## config.mk

```make
export PLATFORM = sky130hd
export DESIGN_NAME = i2cmem_target
export DESIGN_NICKNAME = d
export VERILOG_FILES = /design/src/rtl/i2cmem_pkg.sv /design/src/rtl/i2cmem_sync.sv /design/src/rtl/i2cmem_cond.sv /design/src/rtl/i2cmem_regs.sv /design/src/rtl/i2cmem_target.sv
export SDC_FILE = /design/constraint.sdc
export NUM_CORES = 2
export LEC_CHECK = 0
export BUFFER_PORTS_ARGS = -buffer_cell sky130_fd_sc_hd__buf_2
export CORE_UTILIZATION = 37
export DETAILED_ROUTE_END_ITERATION = 12
export PLACE_DENSITY_LB_ADDON = 0.05
export SLEW_MARGIN = 20
export SYNTH_ARGS = -nofsm -noshare
export SYNTH_HDL_FRONTEND = slang
export SYNTH_SLANG_ARGS = --single-unit
```

## constraint.sdc

```tcl
create_clock -name clk -period 4.6 [get_ports clk]
set_input_delay 0.46 -clock clk [delete_from_list [all_inputs] [get_ports clk]]
set_output_delay 0.46 -clock clk [all_outputs]
set_load 0.005 [all_outputs]
```

## src/rtl/i2cmem_pkg.sv

```systemverilog
package i2cmem_pkg;

    localparam int BYTE_W   = 8;
    localparam int BITCNT_W = $clog2(BYTE_W + 1);
    localparam logic [BITCNT_W-1:0] CNT_FULL = BITCNT_W'(BYTE_W);

    typedef logic [BYTE_W-1:0] byte_t;

    typedef enum logic [2:0] {
        ST_IDLE,
        ST_ADDR,
        ST_ADDR_ACK,
        ST_WR_BYTE,
        ST_WR_ACK,
        ST_RD_BYTE,
        ST_RD_ACK,
        ST_SKIP
    } xfer_state_e;

    typedef struct packed {
        logic scl_rise;
        logic scl_fall;
        logic start;
        logic stop;
    } bus_evt_t;

    // upper seven bits of an address byte against the device address
    function automatic logic addr_hit(input byte_t b, input logic [6:0] dev);
        return b[BYTE_W-1:1] == dev;
    endfunction

    // bit to present after n bits of b have already been sent, MSB first
    function automatic logic tx_bit(input byte_t b, input logic [BITCNT_W-1:0] n);
        byte_t sh;
        sh = b << n;
        return sh[BYTE_W-1];
    endfunction

endpackage

```

## src/rtl/i2cmem_sync.sv

```systemverilog
module i2cmem_sync #(
    parameter int STAGES = 2,
    parameter int WIDTH  = 2
) (
    input  logic             clk,
    input  logic             rst,
    input  logic [WIDTH-1:0] d,
    output logic [WIDTH-1:0] q
);

    generate
        if (STAGES <= 1) begin : g_single
            logic [WIDTH-1:0] r;
            always_ff @(posedge clk) begin
                if (rst) r <= '1;
                else     r <= d;
            end
            assign q = r;
        end else begin : g_chain
            localparam int CHAIN_W = STAGES * WIDTH;
            logic [CHAIN_W-1:0] chain;
            always_ff @(posedge clk) begin
                if (rst) chain <= '1;
                else     chain <= {chain[CHAIN_W-WIDTH-1:0], d};
            end
            assign q = chain[CHAIN_W-1 -: WIDTH];
        end
    endgenerate

endmodule

```

## src/rtl/i2cmem_cond.sv

```systemverilog
module i2cmem_cond
    import i2cmem_pkg::*;
(
    input  logic     clk,
    input  logic     rst,
    input  logic     scl_s,
    input  logic     sda_s,
    output bus_evt_t evt
);

    logic scl_d;
    logic sda_d;

    always_ff @(posedge clk) begin
        if (rst) begin
            scl_d <= 1'b1;
            sda_d <= 1'b1;
        end else begin
            scl_d <= scl_s;
            sda_d <= sda_s;
        end
    end

    always_comb begin
        evt.scl_rise = scl_s & ~scl_d;
        evt.scl_fall = ~scl_s & scl_d;
        evt.start    = scl_s & scl_d & sda_d & ~sda_s;
        evt.stop     = scl_s & scl_d & ~sda_d & sda_s;
    end

endmodule

```

## src/rtl/i2cmem_regs.sv

```systemverilog
module i2cmem_regs
    import i2cmem_pkg::*;
#(
    parameter int IDX_W = 8
) (
    input  logic             clk,
    input  logic             we,
    input  logic [IDX_W-1:0] waddr,
    input  byte_t            wdata,
    input  logic [IDX_W-1:0] raddr,
    output byte_t            rdata
);

    localparam int DEPTH = 1 << IDX_W;

    byte_t mem [DEPTH];

    always_ff @(posedge clk) begin
        if (we) mem[waddr] <= wdata;
    end

    assign rdata = mem[raddr];

endmodule

```

## src/rtl/i2cmem_target.sv

```systemverilog
module i2cmem_target
    import i2cmem_pkg::*;
#(
    parameter logic [6:0] DEV_ADDR    = 7'h68,
    parameter int         IDX_W       = 8,
    parameter int         SYNC_STAGES = 2
) (
    input  logic clk,
    input  logic rst,
    input  logic scl_i,
    input  logic sda_i,
    output logic sda_oe
);

    logic [1:0] pins_s;
    logic       scl_s;
    logic       sda_s;
    bus_evt_t   evt;

    i2cmem_sync #(.STAGES(SYNC_STAGES), .WIDTH(2)) u_sync (
        .clk (clk),
        .rst (rst),
        .d   ({scl_i, sda_i}),
        .q   (pins_s)
    );
    assign scl_s = pins_s[1];
    assign sda_s = pins_s[0];

    i2cmem_cond u_cond (
        .clk   (clk),
        .rst   (rst),
        .scl_s (scl_s),
        .sda_s (sda_s),
        .evt   (evt)
    );

    xfer_state_e         state_q, state_d;
    logic [BITCNT_W-1:0] bit_cnt_q, cnt_d;
    byte_t               shreg_q, sh_d;
    byte_t               tx_q, tx_d;
    logic [IDX_W-1:0]    ptr_q, ptr_d;
    logic                idx_pend_q, pend_d;
    logic                rd_mode_q, rd_d;
    logic                mst_ack_q, mack_d;
    logic                sda_oe_q, oe_d;
    logic                mem_we;
    byte_t               rd_byte;

    i2cmem_regs #(.IDX_W(IDX_W)) u_regs (
        .clk   (clk),
        .we    (mem_we),
        .waddr (ptr_q),
        .wdata (shreg_q),
        .raddr (ptr_q),
        .rdata (rd_byte)
    );

    always_comb begin
        state_d = state_q;
        cnt_d   = bit_cnt_q;
        sh_d    = shreg_q;
        tx_d    = tx_q;
        ptr_d   = ptr_q;
        pend_d  = idx_pend_q;
        rd_d    = rd_mode_q;
        mack_d  = mst_ack_q;
        oe_d    = sda_oe_q;
        mem_we  = 1'b0;

        if (evt.start) begin
            state_d = ST_ADDR;
            cnt_d   = '0;
            oe_d    = 1'b0;
            pend_d  = 1'b1;
        end else if (evt.stop) begin
            state_d = ST_IDLE;
            cnt_d   = '0;
            oe_d    = 1'b0;
        end else begin
            unique case (state_q)
                ST_ADDR, ST_WR_BYTE: begin
                    if (evt.scl_rise && bit_cnt_q != CNT_FULL) begin
                        sh_d  = {shreg_q[BYTE_W-2:0], sda_s};
                        cnt_d = bit_cnt_q + 1'b1;
                    end
                    if (evt.scl_fall && bit_cnt_q == CNT_FULL) begin
                        if (state_q == ST_ADDR) begin
                            if (addr_hit(shreg_q, DEV_ADDR)) begin
                                state_d = ST_ADDR_ACK;
                                oe_d    = 1'b1;
                                rd_d    = shreg_q[0];
                            end else begin
                                state_d = ST_SKIP;
                                oe_d    = 1'b0;
                            end
                        end else begin
                            state_d = ST_WR_ACK;
                            oe_d    = 1'b1;
                            if (idx_pend_q) begin
                                ptr_d  = IDX_W'(shreg_q);
                                pend_d = 1'b0;
                            end else begin
                                mem_we = 1'b1;
                                ptr_d  = ptr_q + 1'b1;
                            end
                        end
                    end
                end
                ST_ADDR_ACK: begin
                    if (evt.scl_fall) begin
                        cnt_d = '0;
                        if (rd_mode_q) begin
                            state_d = ST_RD_BYTE;
                            tx_d    = rd_byte;
                            oe_d    = ~rd_byte[BYTE_W-1];
                            ptr_d   = ptr_q + 1'b1;
                        end else begin
                            state_d = ST_WR_BYTE;
                            oe_d    = 1'b0;
                        end
                    end
                end
                ST_WR_ACK: begin
                    if (evt.scl_fall) begin
                        state_d = ST_WR_BYTE;
                        cnt_d   = '0;
                        oe_d    = 1'b0;
                    end
                end
                ST_RD_BYTE: begin
                    if (evt.scl_rise) cnt_d = bit_cnt_q + 1'b1;
                    if (evt.scl_fall) begin
                        if (bit_cnt_q == CNT_FULL) begin
                            state_d = ST_RD_ACK;
                            oe_d    = 1'b0;
                        end else begin
                            oe_d = ~tx_bit(tx_q, bit_cnt_q);
                        end
                    end
                end
                ST_RD_ACK: begin
                    if (evt.scl_rise) mack_d = ~sda_s;
                    if (evt.scl_fall) begin
                        cnt_d = '0;
                        if (mst_ack_q) begin
                            state_d = ST_RD_BYTE;
                            tx_d    = rd_byte;
                            oe_d    = ~rd_byte[BYTE_W-1];
                            ptr_d   = ptr_q + 1'b1;
                        end else begin
                            state_d = ST_SKIP;
                            oe_d    = 1'b0;
                        end
                    end
                end
                default: ;
            endcase
        end
    end

    always_ff @(posedge clk) begin
        if (rst) begin
            state_q    <= ST_IDLE;
            bit_cnt_q  <= '0;
            shreg_q    <= '0;
            tx_q       <= '0;
            ptr_q      <= '0;
            idx_pend_q <= 1'b0;
            rd_mode_q  <= 1'b0;
            mst_ack_q  <= 1'b0;
            sda_oe_q   <= 1'b0;
        end else begin
            state_q    <= state_d;
            bit_cnt_q  <= cnt_d;
            shreg_q    <= sh_d;
            tx_q       <= tx_d;
            ptr_q      <= ptr_d;
            idx_pend_q <= pend_d;
            rd_mode_q  <= rd_d;
            mst_ack_q  <= mack_d;
            sda_oe_q   <= oe_d;
        end
    end

    assign sda_oe = sda_oe_q;


    ack_hold_chk: assert property (@(posedge clk) disable iff (rst)
        (state_q == ST_ADDR_ACK) |-> sda_oe_q);


    foreign_addr_chk: assert property (@(posedge clk) disable iff (rst)
        (evt.scl_fall && state_q == ST_ADDR && bit_cnt_q == CNT_FULL &&
         shreg_q[BYTE_W-1:1] != DEV_ADDR) |=> (state_q == ST_SKIP && !sda_oe_q));


    ptr_step_chk: assert property (@(posedge clk) disable iff (rst)
        mem_we |=> (ptr_q == $past(ptr_q) + 1'b1));


    nack_release_chk: assert property (@(posedge clk) disable iff (rst)
        (state_q == ST_RD_ACK && evt.scl_fall && !mst_ack_q) |=>
        (state_q == ST_SKIP && !sda_oe_q));


    start_reset_chk: assert property (@(posedge clk) disable iff (rst)
        evt.start |=> (state_q == ST_ADDR && bit_cnt_q == '0 && !sda_oe_q));


    stop_reset_chk: assert property (@(posedge clk) disable iff (rst)
        evt.stop |=> (state_q == ST_IDLE && !sda_oe_q));


    oe_low_phase_chk: assert property (@(posedge clk) disable iff (rst)
        (!$stable(sda_oe_q) && !$past(evt.start) && !$past(evt.stop)) |-> !$past(scl_s));

endmodule

```

==> results.yml <==
run_status:
  outcome: "completed"
clock_tree:
  cts_buffers: 220
  cts_tree: "built"
  htreeDepth: 4
  cts.path.max_buffers: 3
  numClockSinks: 2097
  cts_setup_buffers: 0
  ctsRootBufferMaster: "clkbuf_16"
  path_clk_slew_ps: 60
  worstSkewPairLatency_ps: 870
yosys:
  synth_compound_area_frac: 0.0150
  ys_warn_count: 0
  syn-num-nets: 3656
  synth.mux.area_fraction: 0.175
  yosys-top-cells-area: "edfxtp_1 (76%), mux4_2 (17%), nor2_1 (1.3%)"
  synthXorXnorAreaFrac: 0.000539
  syn_area_um2: 81200
  synth-edff-count: 2048
  synth_top_family_by_area: "multiplexers"
  synth_top_area_cell: "edfxtp_1"
  yosysTopAreaCellShare: 0.758
  synthSimpleGateAreaFrac: 0.0263
  syn_inst: 3646
  synthAdderAreaFrac: 0.000925
  synthArstFlopShare: 0
  seq_area_frac_synth: 0.770
  synth_cell_type_count: 59
  syn_area_per_cell_um2: 22.3
  synth-seq-cells: 2097
  synthFlopType: "edfxtp_1"
drt:
  drt_iter0_markers: 3774
  vias: 38600
  ant_nets: 0
  routed_wl_um: 225000
  drc: 0
  drt-vias-per-instance: 5.52
  dr.pass1.iters: 5
  post_drt_wl_per_cell_um: 32.2
floorplanning:
  core_um2: 218000
  io_pins: 5
  die-area_um2: 221000
  die_x_um: 470
  rows: 171
  die_height_um: 470
  start_util: 0.373
sta:
  max_slew_margin: 0.200
  tightestPinTransition_ps: 1200
  whs_ps: 82.8
  setup_tns_ps: 0
  finalHoldViolations: 0
  period_needed_ps: 4280
  clock-skew-final_ps: 40.8
  period_share: 0.930
  drv_slew: 0
  finalSetupViolations: 0
  setup_slack_ps: 321
  rsz0062_at_grt: "no"
  timing.fmax_mhz: 234
layout:
  final_util: 0.430
  drive_gt1_frac: 0.301
  area_delta_synth_final_pct: 15.2
  fill_cells: 18500
  multi_input_area_um2: 17700
  fin_nets: 3960
  seqCellArea_um2: 62500
worst_setup_path:
  cp.arrival_ps: 5070
  cp-end-kind: "register"
  cp-start-kind: "register"
  cp_max_fo: 46
  crit_type: "register to register"
  cp_data_required_time_ps: 5390
grt:
  grt_pass1_wl_um: 319000
  grt.total_usage: 0.204
  antenna_found_initial: 6
  first_global_vias: 40300
  grt.overflow.total: 0
  grt_start_max_net_pins: 210
power_and_ir_drop:
  ir_worst_vdd_mv: 0.438
  power_leakage_uw: 0.0285
  pwr_density_cell_nw_per_um2: 409
placement:
  gp_congestion: 0.810
  hpwl_um: 141000
  io_buffers: 4
  dp_worst_setup_slack_ps: 291
flow_run:
  max_cap_viol_count: 0
min_path:
  hp-class: "primary input to register"
==> synthesized netlist by cell type, drive strengths merged, types with 4 or more instances <==
library cell  count
edfxtp         2048
mux4            607
nor2            289
buf             110
clkbuf          102
nand2            74
a22oi            61
dfxtp            49
mux2i            41
nand3            40
a21oi            30
nor2b            22
o311ai           14
a31oi            12
a211oi           11
o21ai            11
inv              10
nand2b            9
nor3              9
mux2              8
o22ai             8
and2              7
a2111o            6
ha                6
or2               6
nand4             5
nand3b            4
nor4              4
==> layout by cell type (no fill, tap or decap), types with 5 or more instances in the layout <==
master      Yosys  final
buf_12          0     33
edfxtp_1     2048   2048
bufinv_16       0     23
clkbuf_1      102     50
o311ai_1        5      6
inv_1          10     10
mux2i_1        41     41
clkbuf_16       0    224
nand2_2         0      8
clkinvlp_4      0      6
o22ai_1         8      8
nor2b_1        22     20
buf_2          61      5
ha_1            6      6
nor2_1        289    288
mux4_2        607    607
dfxtp_4         0     12
o311ai_0        9      8
nand3_1        40     40
nand2b_1        9      9
a21oi_1        30     30
dfxtp_1        49     36
clkinv_1        0     47
nand4_1         5      5
a22oi_1        61     61
mux2_2          8      8
clkinv_2        0     39
and2_1          6      6
a211oi_1       11     11
buf_4          18    253
diode_2         0      5
nor3_1          9      9
nand2_1        74     66
or2_2           6      6
a2111o_1        6      6
a31oi_1        12     12
o21ai_0        11     11
==> timing repair <==
item,4_1_cts,5_1_grt
hold buffers,2,0
gates resized for setup,0,0
hold endpoints to repair,2,0
==> report_power, final <==
part / switching, µW / total [µW] / internal [µW]
sequential: 5.04 / 20600 / 20600
combinational: 25.4 / 35.9 / 10.5
clock: 7380 / 17600 / 10200
total: 7410 / 38200 / 30800
==> sequential cells by signal, indices dropped and copies added, names as in the netlist, 3 cells and up, named ones only <==
register	count
shreg_q	8
tx_q	8
state_q	3
ptr_q	8
bit_cnt_q	4
u_regs.mem	2048
u_sync.g_chain.chain	4
==> worst paths after layout <==
kind	slack [ps]	end	cells after the start	startpoint
worst max register to register	320	tx_q[5]	7	register
worst max-delay path	320	tx_q[5]	7	register
worst min register to register	420	u_sync.g_chain.chain[2]	1	u_sync.g_chain.chain[0]
worst min-delay path	80	tx_q[7]	4	rst
==> final cells by class <==
class,instances,share of cell area
sequential,2097,0.668
multi-input combinational,1327,0.189
clock buffer,274,0.0619
tap,2854,0.0382
timing repair buffer,294,0.0281
clock inverter,129,0.0140
inverter,10,0.000401
antenna,5,0.000134
==> cell families after synthesis <==
logic type | Yosys count
flops | 2097
simple gates | 489
compound gates | 171
buf+inv | 222
xor+xnor | 5
fa+ha+maj | 6
mux | 656
==> layer usage <==
| metal | wire length, µm | vias to the layer above | share of wire | global-route usage |
|---|---|---|---|---|
| met5 | 0 | - | 0 | 0 |
| met4 | 4340 | 0 | 0.019 | 0.0486 |
| met3 | 9700 | 268 | 0.043 | 0.0275 |
| met2 | 111000 | 1067 | 0.49 | 0.335 |
| met1 | 100000 | 21300 | 0.45 | 0.290 |
| li1 | - | 16000 | - | - |
==> stage by stage <==
step | std cells | area (µm²) | power [µW]
final | 6990 | 93600 | 38200
after global routing | 6989 | 93600 | 39300
after CTS | 6984 | 93500 | 38600
after detailed placement | 6579 | 86400 | 21100
after global placement | 6578 | 86400 | 21100
after floorplan | 3646 | 81200 | 21100
==> critical path, cell delays in order, from the launching register on <==
cell	delay, ps
dfxtp_4	1030
buf_4	610
mux4_2	340
mux2i_1	130
o311ai_0	740
a21oi_1	170
a211oi_1	910
a2111o_1	210
(Power assumes the default switching activity.)
